$ cat src/rtl/cart_pkg.sv
package cart_pkg;

   localparam logic [7:0] IDLE_BUS = 8'hFF;

   typedef enum logic [1:0] {
      RG_ROM_FIXED,
      RG_ROM_PAGED,
      RG_XRAM,
      RG_NONE
   } region_e;

   typedef enum logic [1:0] {
      CR_WR_GATE,
      CR_ROM_PAGE,
      CR_RAM_PAGE,
      CR_MODE
   } ctrl_e;

   function automatic region_e region_of(input logic [15:0] a);
      if (a[15:14] == 2'b00)       return RG_ROM_FIXED;
      else if (a[15:14] == 2'b01)  return RG_ROM_PAGED;
      else if (a[15:13] == 3'b101) return RG_XRAM;
      else                         return RG_NONE;
   endfunction

endpackage

$ cat src/rtl/cart_regs.sv
module cart_regs #(
   parameter int ROM_BANKS   = 32,
   parameter bit RAM_PRESENT = 1'b1
) (
   input  logic       clk,
   input  logic       rst_n,
   input  logic       wr,
   input  logic [15:0] addr,
   input  logic [7:0] wdata,
   output logic [4:0] rom_page,
   output logic [1:0] ram_page,
   output logic       ram_en,
   output logic       adv_mode
);
   import cart_pkg::*;

   localparam logic [4:0] TOP_PAGE = 5'(ROM_BANKS - 1);

   logic  ctl_wr;
   ctrl_e sel;
   logic  unused_hi;

   assign ctl_wr    = wr && (addr[15] == 1'b0);
   assign sel       = ctrl_e'(addr[14:13]);
   assign unused_hi = ^{wdata[7:5], addr[12:0]};

   function automatic logic [4:0] pick_page(input logic [4:0] req);
      logic [4:0] p;
      p = (req == 5'd0) ? 5'd1 : req;
      if (p > TOP_PAGE) p = TOP_PAGE;
      return p;
   endfunction

   always_ff @(posedge clk) begin
      if (!rst_n) begin
         rom_page <= 5'd1;
         ram_page <= 2'd0;
         adv_mode <= 1'b0;
      end else if (ctl_wr) begin
         case (sel)
            CR_ROM_PAGE: rom_page <= pick_page(wdata[4:0]);
            CR_RAM_PAGE: ram_page <= wdata[1:0];
            CR_MODE:     adv_mode <= wdata[0];
            default:     ;
         endcase
      end
   end

   generate
      if (RAM_PRESENT) begin : g_gate
         logic gate_q;
         always_ff @(posedge clk) begin
            if (!rst_n)
               gate_q <= 1'b0;
            else if (ctl_wr && sel == CR_WR_GATE)
               gate_q <= (wdata[3:0] == 4'hA);
         end
         assign ram_en = gate_q;
      end else begin : g_nogate
         assign ram_en = 1'b0;
      end
   endgenerate

   assert_page_nonzero_R4: assert property (@(posedge clk) disable iff (!rst_n)
      rom_page != 5'd0);

   assert_page_ceiling_R5: assert property (@(posedge clk) disable iff (!rst_n)
      rom_page <= TOP_PAGE);

   assert_idle_hold_R3: assert property (@(posedge clk) disable iff (!rst_n)
      !ctl_wr |=> ($stable(rom_page) && $stable(ram_page) && $stable(adv_mode) && $stable(ram_en)));

   assert_mode_load_R10: assert property (@(posedge clk) disable iff (!rst_n)
      (ctl_wr && sel == CR_MODE) |=> (adv_mode == $past(wdata[0])));

endmodule

$ cat src/rtl/cart_xlate.sv
module cart_xlate #(
   parameter int ROM_BANKS   = 32,
   parameter int RAM_BANKS   = 4,
   parameter bit RAM_PRESENT = 1'b1,
   localparam int BANK_W     = $clog2(ROM_BANKS),
   localparam int RAM_BW     = $clog2(RAM_BANKS),
   localparam int ROM_AW     = 14 + BANK_W,
   localparam int RAM_AW     = 13 + RAM_BW
) (
   input  logic              clk,
   input  logic              rst_n,
   input  logic [15:0]       cpu_addr,
   input  logic              cpu_wr,
   input  logic [4:0]        rom_page,
   input  logic [1:0]        ram_page,
   input  logic              ram_en,
   input  logic [7:0]        rom_rdata,
   input  logic [7:0]        ram_rdata,
   output logic [ROM_AW-1:0] rom_addr,
   output logic [RAM_AW-1:0] ram_addr,
   output logic              ram_we,
   output logic [7:0]        cpu_rdata
);
   import cart_pkg::*;

   region_e rg;
   logic    page_ok;
   logic    ram_live;

   assign rg      = region_of(cpu_addr);
   assign page_ok = (int'(ram_page) < RAM_BANKS);

   generate
      if (RAM_PRESENT) begin : g_live
         assign ram_live = page_ok;
      end else begin : g_dead
         assign ram_live = 1'b0;
      end

      if (RAM_BW == 0) begin : g_one_page
         logic unused_pg;
         assign unused_pg = ^ram_page;
         assign ram_addr  = cpu_addr[12:0];
      end else begin : g_multi_page
         assign ram_addr = {ram_page[RAM_BW-1:0], cpu_addr[12:0]};
      end

      if (BANK_W < 5) begin : g_narrow
         logic unused_rp;
         assign unused_rp = ^rom_page[4:BANK_W];
      end
   endgenerate

   always_comb begin
      rom_addr = ROM_AW'(cpu_addr[13:0]);
      if (rg == RG_ROM_PAGED)
         rom_addr = {rom_page[BANK_W-1:0], cpu_addr[13:0]};
   end

   assign ram_we = cpu_wr && (rg == RG_XRAM) && ram_live && ram_en;

   always_comb begin
      case (rg)
         RG_ROM_FIXED, RG_ROM_PAGED: cpu_rdata = rom_rdata;
         RG_XRAM:                    cpu_rdata = ram_live ? ram_rdata : IDLE_BUS;
         default:                    cpu_rdata = IDLE_BUS;
      endcase
   end

   assert_we_gated_R8: assert property (@(posedge clk) disable iff (!rst_n)
      ram_we |-> (ram_en && cpu_wr));

   assert_missing_page_R9: assert property (@(posedge clk) disable iff (!rst_n)
      (cpu_addr[15:13] == 3'b101 && !page_ok) |-> (cpu_rdata == 8'hFF && !ram_we));

   assert_idle_read_R11: assert property (@(posedge clk) disable iff (!rst_n)
      (cpu_addr[15:13] == 3'b100 || cpu_addr[15:14] == 2'b11) |-> cpu_rdata == 8'hFF);

endmodule

$ cat src/rtl/cart_bank_ctrl.sv
module cart_bank_ctrl #(
   parameter int ROM_BANKS   = 32,
   parameter int RAM_BANKS   = 4,
   parameter bit RAM_PRESENT = 1'b1
) (
   input  logic                          clk,
   input  logic                          rst_n,
   input  logic [15:0]                   cpu_addr,
   input  logic [7:0]                    cpu_wdata,
   input  logic                          cpu_wr,
   output logic [7:0]                    cpu_rdata,
   output logic [13+$clog2(ROM_BANKS):0] rom_addr,
   input  logic [7:0]                    rom_rdata,
   output logic [12+$clog2(RAM_BANKS):0] ram_addr,
   output logic [7:0]                    ram_wdata,
   output logic                          ram_we,
   input  logic [7:0]                    ram_rdata,
   output logic                          adv_mode
);

   generate
      if (ROM_BANKS < 2 || ROM_BANKS > 32) begin : g_bad_rom
         $error("ROM_BANKS must lie in 2..32");
      end
      if (RAM_BANKS < 1 || RAM_BANKS > 4) begin : g_bad_ram
         $error("RAM_BANKS must lie in 1..4");
      end
   endgenerate

   logic [4:0] rom_page;
   logic [1:0] ram_page;
   logic       ram_en;

   cart_regs #(
      .ROM_BANKS  (ROM_BANKS),
      .RAM_PRESENT(RAM_PRESENT)
   ) u_regs (
      .clk     (clk),
      .rst_n   (rst_n),
      .wr      (cpu_wr),
      .addr    (cpu_addr),
      .wdata   (cpu_wdata),
      .rom_page(rom_page),
      .ram_page(ram_page),
      .ram_en  (ram_en),
      .adv_mode(adv_mode)
   );

   cart_xlate #(
      .ROM_BANKS  (ROM_BANKS),
      .RAM_BANKS  (RAM_BANKS),
      .RAM_PRESENT(RAM_PRESENT)
   ) u_xlate (
      .clk      (clk),
      .rst_n    (rst_n),
      .cpu_addr (cpu_addr),
      .cpu_wr   (cpu_wr),
      .rom_page (rom_page),
      .ram_page (ram_page),
      .ram_en   (ram_en),
      .rom_rdata(rom_rdata),
      .ram_rdata(ram_rdata),
      .rom_addr (rom_addr),
      .ram_addr (ram_addr),
      .ram_we   (ram_we),
      .cpu_rdata(cpu_rdata)
   );

   assign ram_wdata = cpu_wdata;

endmodule

$ cat config.mk
export PLATFORM = sky130hd
export DESIGN_NAME = cart_bank_ctrl
export DESIGN_NICKNAME = d
export VERILOG_FILES = /design/src/rtl/cart_pkg.sv /design/src/rtl/cart_regs.sv /design/src/rtl/cart_xlate.sv /design/src/rtl/cart_bank_ctrl.sv
export SDC_FILE = /design/constraint.sdc
export NUM_CORES = 1
export LEC_CHECK = 0
export ABC_AREA = 1
export BUFFER_PORTS_ARGS = -buffer_cell sky130_fd_sc_hd__buf_2
export CELL_PAD_IN_SITES_DETAIL_PLACEMENT = 1
export CELL_PAD_IN_SITES_GLOBAL_PLACEMENT = 2
export CORE_MARGIN = 2
export CORE_UTILIZATION = 13
export DETAILED_ROUTE_END_ITERATION = 10
export GPL_TIMING_DRIVEN = 0
export HOLD_SLACK_MARGIN = 0.15
export PLACE_DENSITY_LB_ADDON = 0.1
export SLEW_MARGIN = 20
export SYNTH_ARGS = -nofsm -noshare
export SYNTH_HDL_FRONTEND = slang
export SYNTH_SLANG_ARGS = --single-unit
export TNS_END_PERCENT = 20
$ cat constraint.sdc
create_clock -name clk -period 0.8 [get_ports clk]
set_input_delay 0.12 -clock clk [delete_from_list [all_inputs] [get_ports clk]]
set_output_delay 0.12 -clock clk [all_outputs]
set_load 0.01 [all_outputs]
==> results by group <==
Yosys
  • Seq cells post-synth: 9
  • Synth cell types: 17
  • Register area share after synthesis: 21.0%
  • Synth Area per Inst: 6.80 um2
  • Synth warnings: 0
  • Syn_nets: 169
  • Synth Instances: 126
  • Synthesized area: 857 um2

Min path
  • Hold Crit Class: in2reg
  • Worst Hold Path EP: u_regs.rom_page[2]
  • Hold Path Depth: 4
  • Worst hold start: cpu_wdata[2]

Placed design
  • Final GP Congestion: 0.768
  • Post-placement setup slack: -0.251 ns
  • Dpl hpwl: 2580 um
  • # port buffers: 77

Critical path
  • Slowest CP cell: dfxtp_2
  • Worst-path cell chain: nand2_2 > nor2_1 > buf_2
  • Flop-to-flop setup slack: 0.19 ns
  • Worst Path Required: 0.68 ns
  • CP Class: reg2out
  • Cells on worst reg2reg path: 2
  • Crit Path Max Fanout: 2
  • Worst path max stage delay: 0.33 ns
  • Critical Path Sink Type: primary output
  • Critical Path Start Type: flip-flop
  • FF-to-FF End: u_regs.rom_page[0]
  • Crit Reg-Reg Startpoint: u_regs.rom_page[0]
  • Worst Path Arrival: 0.81 ns

Power
  • Peak VDD IR: 0.317 mV
  • PwrDens: 1090 nW/um2
  • Logic pwr share: 38.2%
  • Net Sw Frac: 29.2%
  • P_leak: 0.805 nW
  • Psw: 0.482 mW
  • Clk network pwr share: 32.8%
  • Internal power: 1.17 mW
  • Seq pwr share: 29.0%

Final layout
  • Most frequent cells in the layout: buf_2, buf_4, nor2_1, nand2_1, buf_6
  • # fillers: 803
  • Commonest non-fill, non-tap cell in the layout: buf_2
  • Area grow syn2layout: 77.4%
  • ANT cells: 0
  • Share of cells above drive strength 1: 71.8%
  • Fin nets: 253

STA
  • RSZ-0062 raised after global routing: true
  • Final Slew Violations: 0
  • Clock skew: 0 ns
  • Final hold vios: 0
  • Min Tclk post-route: 0.929 ns
  • Final worst-path cycle share: 116%
  • Final setup viols: 14
  • Final hold slack: 0.261 ns
  • Worst-margin pin slew: 0.400 ns
  • Fmax: 1080 MHz
  • Slew headroom: 73.3%
  • Final WS setup: -0.129 ns

Clock network
  • Clk sinks: 9
  • Clock transition at the registers of the reported paths: 0.05 ns
  • Total CTS buffers: 3
  • Clk_lat worst skew: 0.23 ns
  • Clk root buf: clkbuf_8
  • CTS tree: built
  • H-tree depth: 1
  • Clock buffer depth: 2
  • # hold bufs at CTS: 0

Route
  • Residual DRC count: 0
  • DRT antenna net count: 0
  • Routed WL: 3090 um
  • Routed wire length on met2: 1510 um
  • Wire length on met3: 340 um
  • Wire length per cell: 10.8 um
  • Vias per cell: 3.68
  • Drt first pass iters: 4
  • Initial DRC Count: 18
  • Vias: 1052
  • Post-Route M1 WL: 1200 um
  • Top sig layer: met4

Run status
  • Failing checks: setup timing
  • Status: finished with violations

Floorplanning
  • # rows: 29
  • Die Y: 85.2 um
  • Effective utilization at floorplan: 13.5%
  • I/O Pins: 95
  • Die X-Extent: 85.2 um
  • Die ar.: 7260 um2
  • Core ar.: 6350 um2

GRT
  • Pin count of the biggest net entering global routing: 12
  • First-pass GRT wire length: 4890 um
  • GRT Total Usage: 8.42%
  • Overflow after GRT: 0
  • Number of global-route vias before repair: 1101
  • Initial antenna violation count: 0

Run
  • Total of max-cap violations: 0
==> flip-flops by register name (all words and copies together) (netlist names) <==
register         count
u_regs.ram_page      2
u_regs.adv_mode      1
u_regs.rom_page      5
u_regs.ram_en        1
==> Yosys cell counts (all sizes together) <==
| cell | instances | area share (%) |
|---|---|---|
| nand2 | 23 | 11 |
| nand3b | 2 | 1.8 |
| o22a | 8 | 9.3 |
| a21boi | 1 | 0.88 |
| nor2 | 28 | 14 |
| nand3 | 4 | 2.9 |
| buf | 37 | 32 |
| inv | 14 | 6.1 |
| dfxtp | 9 | 21 |
==> per-layer routing <==
metal	GRT usage, %	vias to the layer above
met5	0	-
li1	-	520
met4	3.03	0
met2	14.8	67
met1	9.62	461
met3	2.43	4
==> cells by family after synthesis <==
kind of cell / share of synthesized area, %
AOI/OAI and AO/OA: 10.2
DFF: 21.0
buffers and inverters: 38.5
and+or+nand+nor: 30.2
==> how the worst max path moves through the flow <==
stage	to	cells after the start	slack, ns	startpoint
CTS	ram_we	3	-0.14	u_regs.ram_en
finish	ram_we	3	-0.13	u_regs.ram_en
floorplan	cpu_rdata[0]	3	0.07	cpu_addr[15]
global placement	cpu_rdata[6]	5	-0.22	cpu_addr[15]
detailed placement	cpu_rdata[6]	5	-0.25	cpu_addr[15]
global route	ram_we	3	-0.19	u_regs.ram_en
==> worst max-delay path: cells and delay by family (launching register included) <==
family	cells	cell delay, ns
DFF	1	0.33
buffers and inverters	1	0.13
and+or+nand+nor	2	0.11
==> per-stage QoR <==
step / setup TNS (ns) / total power, mW / area, um2 / util (%) / std cells
global placement: -2.63 / 1.04 / 1340 / 21.1 / 280
detailed placement: -3.14 / 1.05 / 1340 / 21.1 / 280
floorplan: 0 / 0.819 / 857 / - / 126
finish: -1.07 / 1.65 / 1520 / 23.9 / 286
global route: -1.86 / 1.77 / 1520 / 23.9 / 286
CTS: -1.35 / 1.68 / 1500 / 23.6 / 286
==> power by group through the flow <==
stage	registers (mW)	clock network [mW]	logic, mW
2_1_floorplan	0.483	0	0.336
3_3_place_gp	0.481	0	0.563
3_5_place_dp	0.482	0	0.571
4_1_cts	0.478	0.568	0.632
5_1_grt	0.480	0.601	0.693
6_report	0.478	0.541	0.631
==> final cells by class <==
| cell class | instances | area, um2 | share of cell area (%) |
|---|---|---|---|
| well taps | 77 | 96.3 | 6.34 |
| plain buffers | 37 | 287 | 18.8 |
| clock buffers | 4 | 45.0 | 2.96 |
| inverters | 14 | 57.6 | 3.79 |
| multi-input cells | 67 | 379 | 24.9 |
| repair buffers | 78 | 464 | 30.5 |
| flip-flops and latches | 9 | 191 | 12.6 |
==> what timing repair did <==
action	in CTS	in global routing
cloned	1	0
setup buffers	1	0
pin swaps	8	1
endpoints found under the setup margin	17	22
gates resized for setup	27	7
No activity file was read; power rests on OpenSTA's default activity.
